<file path="src/rtl/hold_step_pkg.sv">
package hold_step_pkg;

  typedef enum logic [1:0] {
    ST_IDLE      = 2'd0,
    ST_HELD_WAIT = 2'd1,
    ST_AUTOSCAN  = 2'd2
  } holdState_t;

  // control -> datapath
  typedef struct packed {
    logic clear;
    logic advance;
  } cntCmd_t;

  // datapath -> control
  typedef struct packed {
    logic startHit;
    logic repeatHit;
  } cntSts_t;

endpackage

</file>
<file path="src/rtl/hold_tick_counter.sv">
module hold_tick_counter
  import hold_step_pkg::*;
#(
  parameter int START_TICKS  = 800,
  parameter int REPEAT_TICKS = 250,
  parameter int CNT_W        = 10
) (
  input  logic             clk,
  input  logic             rstN,
  input  cntCmd_t          cmd,
  output cntSts_t          sts,
  output logic [CNT_W-1:0] tickCnt
);

  localparam logic [CNT_W-1:0] START_LAST  = CNT_W'(START_TICKS - 1);
  localparam logic [CNT_W-1:0] REPEAT_LAST = CNT_W'(REPEAT_TICKS - 1);

  always_ff @(posedge clk) begin
    if (!rstN) begin
      tickCnt <= '0;
    end else if (cmd.clear) begin
      tickCnt <= '0;
    end else if (cmd.advance) begin
      tickCnt <= tickCnt + 1'b1;
    end
  end

  always_comb begin
    sts.startHit  = (tickCnt == START_LAST);
    sts.repeatHit = (tickCnt == REPEAT_LAST);
  end

endmodule

</file>
<file path="src/rtl/hold_step_ctrl.sv">
module hold_step_ctrl
  import hold_step_pkg::*;
(
  input  logic       clk,
  input  logic       rstN,
  input  logic       msTick,
  input  logic       btnLevel,
  input  logic       pressStrobe,
  input  cntSts_t    sts,
  output cntCmd_t    cmd,
  output holdState_t state,
  output logic       stepPulse
);

  holdState_t stateNext;
  logic       stepNext;

  always_comb begin
    stateNext   = state;
    stepNext    = 1'b0;
    cmd.clear   = 1'b0;
    cmd.advance = 1'b0;
    unique case (state)
      ST_IDLE: begin
        if (pressStrobe) begin
          stateNext = ST_HELD_WAIT;
          stepNext  = 1'b1;
          cmd.clear = 1'b1;
        end
      end
      ST_HELD_WAIT: begin
        if (!btnLevel) begin
          stateNext = ST_IDLE;
          cmd.clear = 1'b1;
        end else if (msTick) begin
          if (sts.startHit) begin
            stateNext = ST_AUTOSCAN;
            stepNext  = 1'b1;
            cmd.clear = 1'b1;
          end else begin
            cmd.advance = 1'b1;
          end
        end
      end
      ST_AUTOSCAN: begin
        if (!btnLevel) begin
          stateNext = ST_IDLE;
          cmd.clear = 1'b1;
        end else if (msTick) begin
          if (sts.repeatHit) begin
            stepNext  = 1'b1;
            cmd.clear = 1'b1;
          end else begin
            cmd.advance = 1'b1;
          end
        end
      end
      default: begin
        stateNext = ST_IDLE;
        cmd.clear = 1'b1;
      end
    endcase
  end

  always_ff @(posedge clk) begin
    if (!rstN) begin
      state     <= ST_IDLE;
      stepPulse <= 1'b0;
    end else begin
      state     <= stateNext;
      stepPulse <= stepNext;
    end
  end

endmodule

</file>
<file path="src/rtl/hold_step_detector.sv">
module hold_step_detector
  import hold_step_pkg::*;
#(
  parameter int START_TICKS  = 800,
  parameter int REPEAT_TICKS = 250
) (
  input  logic clk,
  input  logic rstN,
  input  logic msTick,
  input  logic btnLevel,
  input  logic pressStrobe,
  output logic stepPulse
);

  localparam int MAX_TICKS = (START_TICKS > REPEAT_TICKS) ? START_TICKS : REPEAT_TICKS;
  localparam int CNT_W     = (MAX_TICKS > 1) ? $clog2(MAX_TICKS) : 1;

  cntCmd_t          cntCmd;
  cntSts_t          cntSts;
  holdState_t       ctrlState;
  logic [CNT_W-1:0] tickCnt;

  hold_step_ctrl ctrl_i (
    .clk        (clk),
    .rstN       (rstN),
    .msTick     (msTick),
    .btnLevel   (btnLevel),
    .pressStrobe(pressStrobe),
    .sts        (cntSts),
    .cmd        (cntCmd),
    .state      (ctrlState),
    .stepPulse  (stepPulse)
  );

  hold_tick_counter #(
    .START_TICKS (START_TICKS),
    .REPEAT_TICKS(REPEAT_TICKS),
    .CNT_W       (CNT_W)
  ) cnt_i (
    .clk    (clk),
    .rstN   (rstN),
    .cmd    (cntCmd),
    .sts    (cntSts),
    .tickCnt(tickCnt)
  );

endmodule

</file>
<file path="config.mk">
export PLATFORM = sky130hd
export DESIGN_NAME = hold_step_detector
export DESIGN_NICKNAME = d
export VERILOG_FILES = /design/src/rtl/hold_step_pkg.sv /design/src/rtl/hold_tick_counter.sv /design/src/rtl/hold_step_ctrl.sv /design/src/rtl/hold_step_detector.sv
export SDC_FILE = /design/constraint.sdc
export NUM_CORES = 1
export LEC_CHECK = 0
export ABC_AREA = 1
export ABC_CLOCK_PERIOD_IN_PS = 2210
export BUFFER_PORTS_ARGS = -buffer_cell sky130_fd_sc_hd__buf_2
export CAP_MARGIN = 20
export CORE_MARGIN = 1
export CORE_UTILIZATION = 56
export CTS_CLUSTER_SIZE = 24
export DETAILED_ROUTE_END_ITERATION = 8
export HOLD_SLACK_MARGIN = 0.05
export PLACE_DENSITY = 0.81
export SYNTH_ARGS = -nofsm -noshare
export SYNTH_HDL_FRONTEND = slang
export SYNTH_HIERARCHICAL = 1
export SYNTH_SLANG_ARGS = --single-unit
</file>
<file path="constraint.sdc">
create_clock -name clk -period 2.21 [get_ports clk]
set_input_delay 0.442 -clock clk [delete_from_list [all_inputs] [get_ports clk]]
set_output_delay 0.442 -clock clk [all_outputs]
set_load 0.03 [all_outputs]
</file>
# After elaboration in Yosys (flattened, before gate mapping)
# Cells that the tools add are included.
# Widths: inputs -> output; s select.
dict set report word_totals {
  ff_bits 13
  output_inout_bits 1
  elab_cells 40
}
dict set report op_classes {
  n_addsub 1
  n_eq_ne 8
  muxes 24
  bitwise 1
  reduce_logical 3
}
# op n
set ops {}
lappend ops {{$mux 2} 7}
lappend ops {{$mux 1} 13}
lappend ops {{$add 10x1->10 const B} 1}
lappend ops {{$eq 10x10->1 const B} 1}
lappend ops {{$eq 10x8->1 const B} 1}
lappend ops {{$ne 3x3->1 const B} 2}
lappend ops {{$pmux 1 s3} 2}
lappend ops {{$pmux 2 s3} 1}
lappend ops {{$ne 2x2->1 const B} 2}
lappend ops {{$reduce_and 4->1} 1}
lappend ops {{$eq 2x1->1 const B} 1}
lappend ops {{$eq 2x2->1 const B} 1}
lappend ops {{$logic_not 2->1} 1}
lappend ops {{$pmux 1 s2} 1}
lappend ops {{$reduce_or 2->1} 1}
lappend ops {{$not 1->1} 1}

# Logic depth before layout (Yosys ltp)
dict set report depth {
  depth_word 6
  depth_mapped 13
  mapped_depth_nobuf 13
}

# By module
# Netlist, hierarchy kept.
# module instances cells_per_inst area_each_um2 seq_area_each_um2
set modules_own_cells {}
lappend modules_own_cells {hold_tick_counter 1 75 515.5 200.2}
lappend modules_own_cells {hold_step_ctrl 1 43 282.8 60.1}

# Least setup slack after synthesis
# No wires, ideal clock.
dict set report synth_timing {
  kind {register -> register}
  from {reg ctrl_i.state[0]}
  to {reg cnt_i.tickCnt[6]}
  setup_time_ns 0.115
  t_arrival_ns 1.881
  required_time_ns 2.095
  setup_slack_ns 0.214
  stages_incl_launch_ff 11
  path_buffers 0
  period_less_slack_ns 1.996
  cell_sequence {dfxtp_1 -> inv_1 -> ha_1 -> nand2_1 -> o21ai_0 -> nor4_1 -> nand2_2 -> nor3_1 -> nand2_1 -> nand2_1 -> nor2_1}
}
# element line_no
set synth_lines {}
lappend synth_lines {{from (decl)} hold_step_ctrl.sv:11} ;# output holdState_t state,
lappend synth_lines {{from (signal assigned)} hold_step_ctrl.sv:70} ;# state <= stateNext;
lappend synth_lines {{to (signal assigned)} hold_tick_counter.sv:24} ;# tickCnt <= tickCnt + 1'b1;
lappend synth_lines {{to (decl)} hold_tick_counter.sv:12} ;# output logic [CNT_W-1:0] tickCnt

==> flow_metrics.env <==
export IMPL_ys_seq_area_share_pct=32.6
export IMPL_async_flop_share_pct=0
export IMPL_peakVddDrop_uv=439
export IMPL_routedWlPerCell_um=10.4
export IMPL_synth_most_common_cell="nand2_1"
export IMPL_finalSetupViolCount=0
export IMPL_dp_hpwl_mm=1.18
export IMPL_worstPathRequired_ns=2.38
export IMPL_synth_area_per_cell_sq_um=6.76
export IMPL_fin_nets=141
export IMPL_antenna_found_initial=0
export IMPL_drive_gt1_share_pct=17.1
export IMPL_fin_crit_sh_pct=90.6
export IMPL_cp_start_kind="flop"
export IMPL_n_antenna_cell=0
export IMPL_crit_path_end_kind="flop"
export IMPL_synth_distinct_cells=19
export IMPL_synth_area_leader_cell="dfxtp_1"
export IMPL_clock_sinks=13
export IMPL_status="finished, final reports clean"
export IMPL_synthDominantCellAreaShare_pct=32.6
export IMPL_worst_pin_slew_ns=0.326
export IMPL_whs_endpoint="ctrl_i/state[1]$_SDFFE_PN0P_"
export IMPL_p_per_area_mw_per_mm2=564
export IMPL_place_congestion=0.885
export IMPL_grt_pass1_wl_mm=2.47
export IMPL_drv_cap=0
export IMPL_whs_ns=0.429
export IMPL_drc=0
export IMPL_die_area_sq_mm=0.00158
export IMPL_reg2reg_depth=11
export IMPL_slew_headroom_pct=78.1
export IMPL_fmax_mhz=499
export IMPL_yosys_top_cells_area="dfxtp_1, nand2_1, ha_1"
export IMPL_fin_util_pct=67.1
export IMPL_cts_path_max_buffers=2
export IMPL_synth_flop_cell="dfxtp_1"
export IMPL_yosysWarnings=6
export IMPL_finalWirelength_mm=1.50
export IMPL_fin_crit_ns=2.00
export IMPL_std_cell_rows=13
export IMPL_path_class="reg -> reg"
export IMPL_htree_levels=1
export IMPL_vias_per_cell=5.14
export IMPL_portBuffers=5
export IMPL_via_count=740
export IMPL_dieHeight_um=39.8
export IMPL_r2r_slack_ns=0.21
export IMPL_ys_ff_latch=13
export IMPL_first_global_vias=601
export IMPL_post_cts_setup_buffers=0
export IMPL_cts_root_buf="clkbuf_4"
export IMPL_drt_antenna_violating_nets=0
export IMPL_area_growth_pct=10.8
export IMPL_cts_hold_buf=0
export IMPL_syn_area_sq_um=798
export IMPL_cts_tree="built"
export IMPL_ctsResizeCount=0
export IMPL_leakage_nw=0.380
export IMPL_die_width_um=39.8
export IMPL_initial_utilization_pct=60.6
export IMPL_synth_edff_count=0
export IMPL_whs_path_depth=3
export IMPL_path_clk_slew_ns=0.09
export IMPL_r2r_start="cnt_i/tickCnt[0]$_SDFFE_PP0P_"
export IMPL_syn_nets=129
export IMPL_clk_latency_ns=0.28
export IMPL_arrival_ns=2.17
export IMPL_io_pins=6
export IMPL_overflow=0
export IMPL_first_pass_iters=4
export IMPL_design_core_area_sq_mm=0.00132
export IMPL_reg2reg_to="cnt_i/tickCnt[8]$_SDFFE_PP0P_"
export IMPL_final_max_slew_violation_count=0
export IMPL_fin_setup_tns_ns=0
export IMPL_hold_viol=0
export IMPL_grt_total_usage_pct=23.5
export IMPL_cp_max_fo=6
export IMPL_synth_common_cells="nand2_1, inv_1, dfxtp_1, nor2_1, a21oi_1"
export IMPL_hp_class="in -> reg"
export IMPL_grt_max_degree=10
export IMPL_rsz0062_at_grt="no"
export IMPL_first_iter_violations=34
export IMPL_syn_inst=118
export IMPL_min_from="rstN"
export IMPL_cts_buffers=3
export IMPL_finClkSkew_ns=0.0101
state kept, by name, indices dropped and copies added, names as in the netlist:
name,flops
ctrl_i/state,2
cnt_i/tickCnt,10
ctrl_i/stepPulse,1
power by group:
group | leakage (nW) | internal [mW] | switching [mW] | total (mW)
clock | 0.0177 | 0.0670 | 0.0798 | 0.147
combinational | 0.257 | 0.0398 | 0.0622 | 0.102
sequential | 0.105 | 0.243 | 0.00782 | 0.250
total | 0.380 | 0.349 | 0.150 | 0.499
cell type report:
class,instances,area [sq um]
Fill cell,127,433
Timing Repair Buffer,7,40.0
Clock buffer,3,22.5
Clock inverter,1,5.00
Inverter,20,75.1
Multi-Input combinational cell,85,463
Sequential cell,13,260
Tap cell,15,18.8
how the worst max path moves through the flow:
stage / from / to
final: cnt_i/tickCnt[0]$_SDFFE_PP0P_ / cnt_i/tickCnt[8]$_SDFFE_PP0P_
after global routing: cnt_i/tickCnt[0]$_SDFFE_PP0P_ / cnt_i/tickCnt[3]$_SDFFE_PP0P_
after CTS: cnt_i/tickCnt[0]$_SDFFE_PP0P_ / cnt_i/tickCnt[8]$_SDFFE_PP0P_
after detailed placement: cnt_i/tickCnt[0]$_SDFFE_PP0P_ / cnt_i/tickCnt[3]$_SDFFE_PP0P_
after global placement: cnt_i/tickCnt[0]$_SDFFE_PP0P_ / cnt_i/tickCnt[8]$_SDFFE_PP0P_
after floorplan: ctrl_i/state[0]$_SDFFE_PN0P_ / cnt_i/tickCnt[6]$_SDFFE_PP0P_
logic make-up after synthesis:
group | count (synthesis) | synth area share (%)
and+or+nand+nor | 62 | 37.3
adders and majority gates | 6 | 9.40
buffers and inverters | 20 | 9.40
DFF | 13 | 32.6
AOI/OAI and AO/OA | 17 | 11.3
layer usage:
layer	track usage, %	share of wire [%]
met5	0	0
met4	10.3	1.7
met3	5.11	3.2
met2	36.1	46
met1	30.8	49
critical path, cell delays in order, from the launching register on:
cell and delay (ns):
dfxtp_1 0.42, ha_1 0.22, nand2_1 0.07, nor3_1 0.30
inv_1 0.07, o21ai_0 0.23, nor4_1 0.07, buf_4 0.16
nand2_2 0.09, nor2_2 0.06, a21oi_1 0.15, nor2_1 0.06
through the flow:
stage | setup slack, ns | instances | power [mW] | area (sq um)
after floorplan | 0.214 | 118 | 0.329 | 798
after global placement | 0.357 | 140 | 0.355 | 857
after detailed placement | 0.253 | 140 | 0.358 | 857
after CTS | 0.231 | 144 | 0.506 | 885
after global routing | 0.0221 | 144 | 0.534 | 885
final | 0.208 | 144 | 0.499 | 885
placed cells by master, fill, tap and decap left out:
cell type  Yosys  final
nand2_1       26     26
inv_1         19     19
dfxtp_1       13     13
nor2_1        11     11
a21oi_1       10     10
nand3_1        8      8
ha_1           6      6
o21ai_0        5      5
buf_2          0      5
nor3_1         4      4
clkbuf_4       0      3
nand4_1        3      3
nor3_2         2      2
nand2_2        2      2
nor2_2         2      2
nor2_4         2      2
buf_4          0      2
clkinv_2       0      1
a31oi_1        1      1
inv_2          1      1
nor4_1         1      1
or2_2          1      1
a21oi_2        1      1
Note: power is estimated with default switching activity, not from simulation.
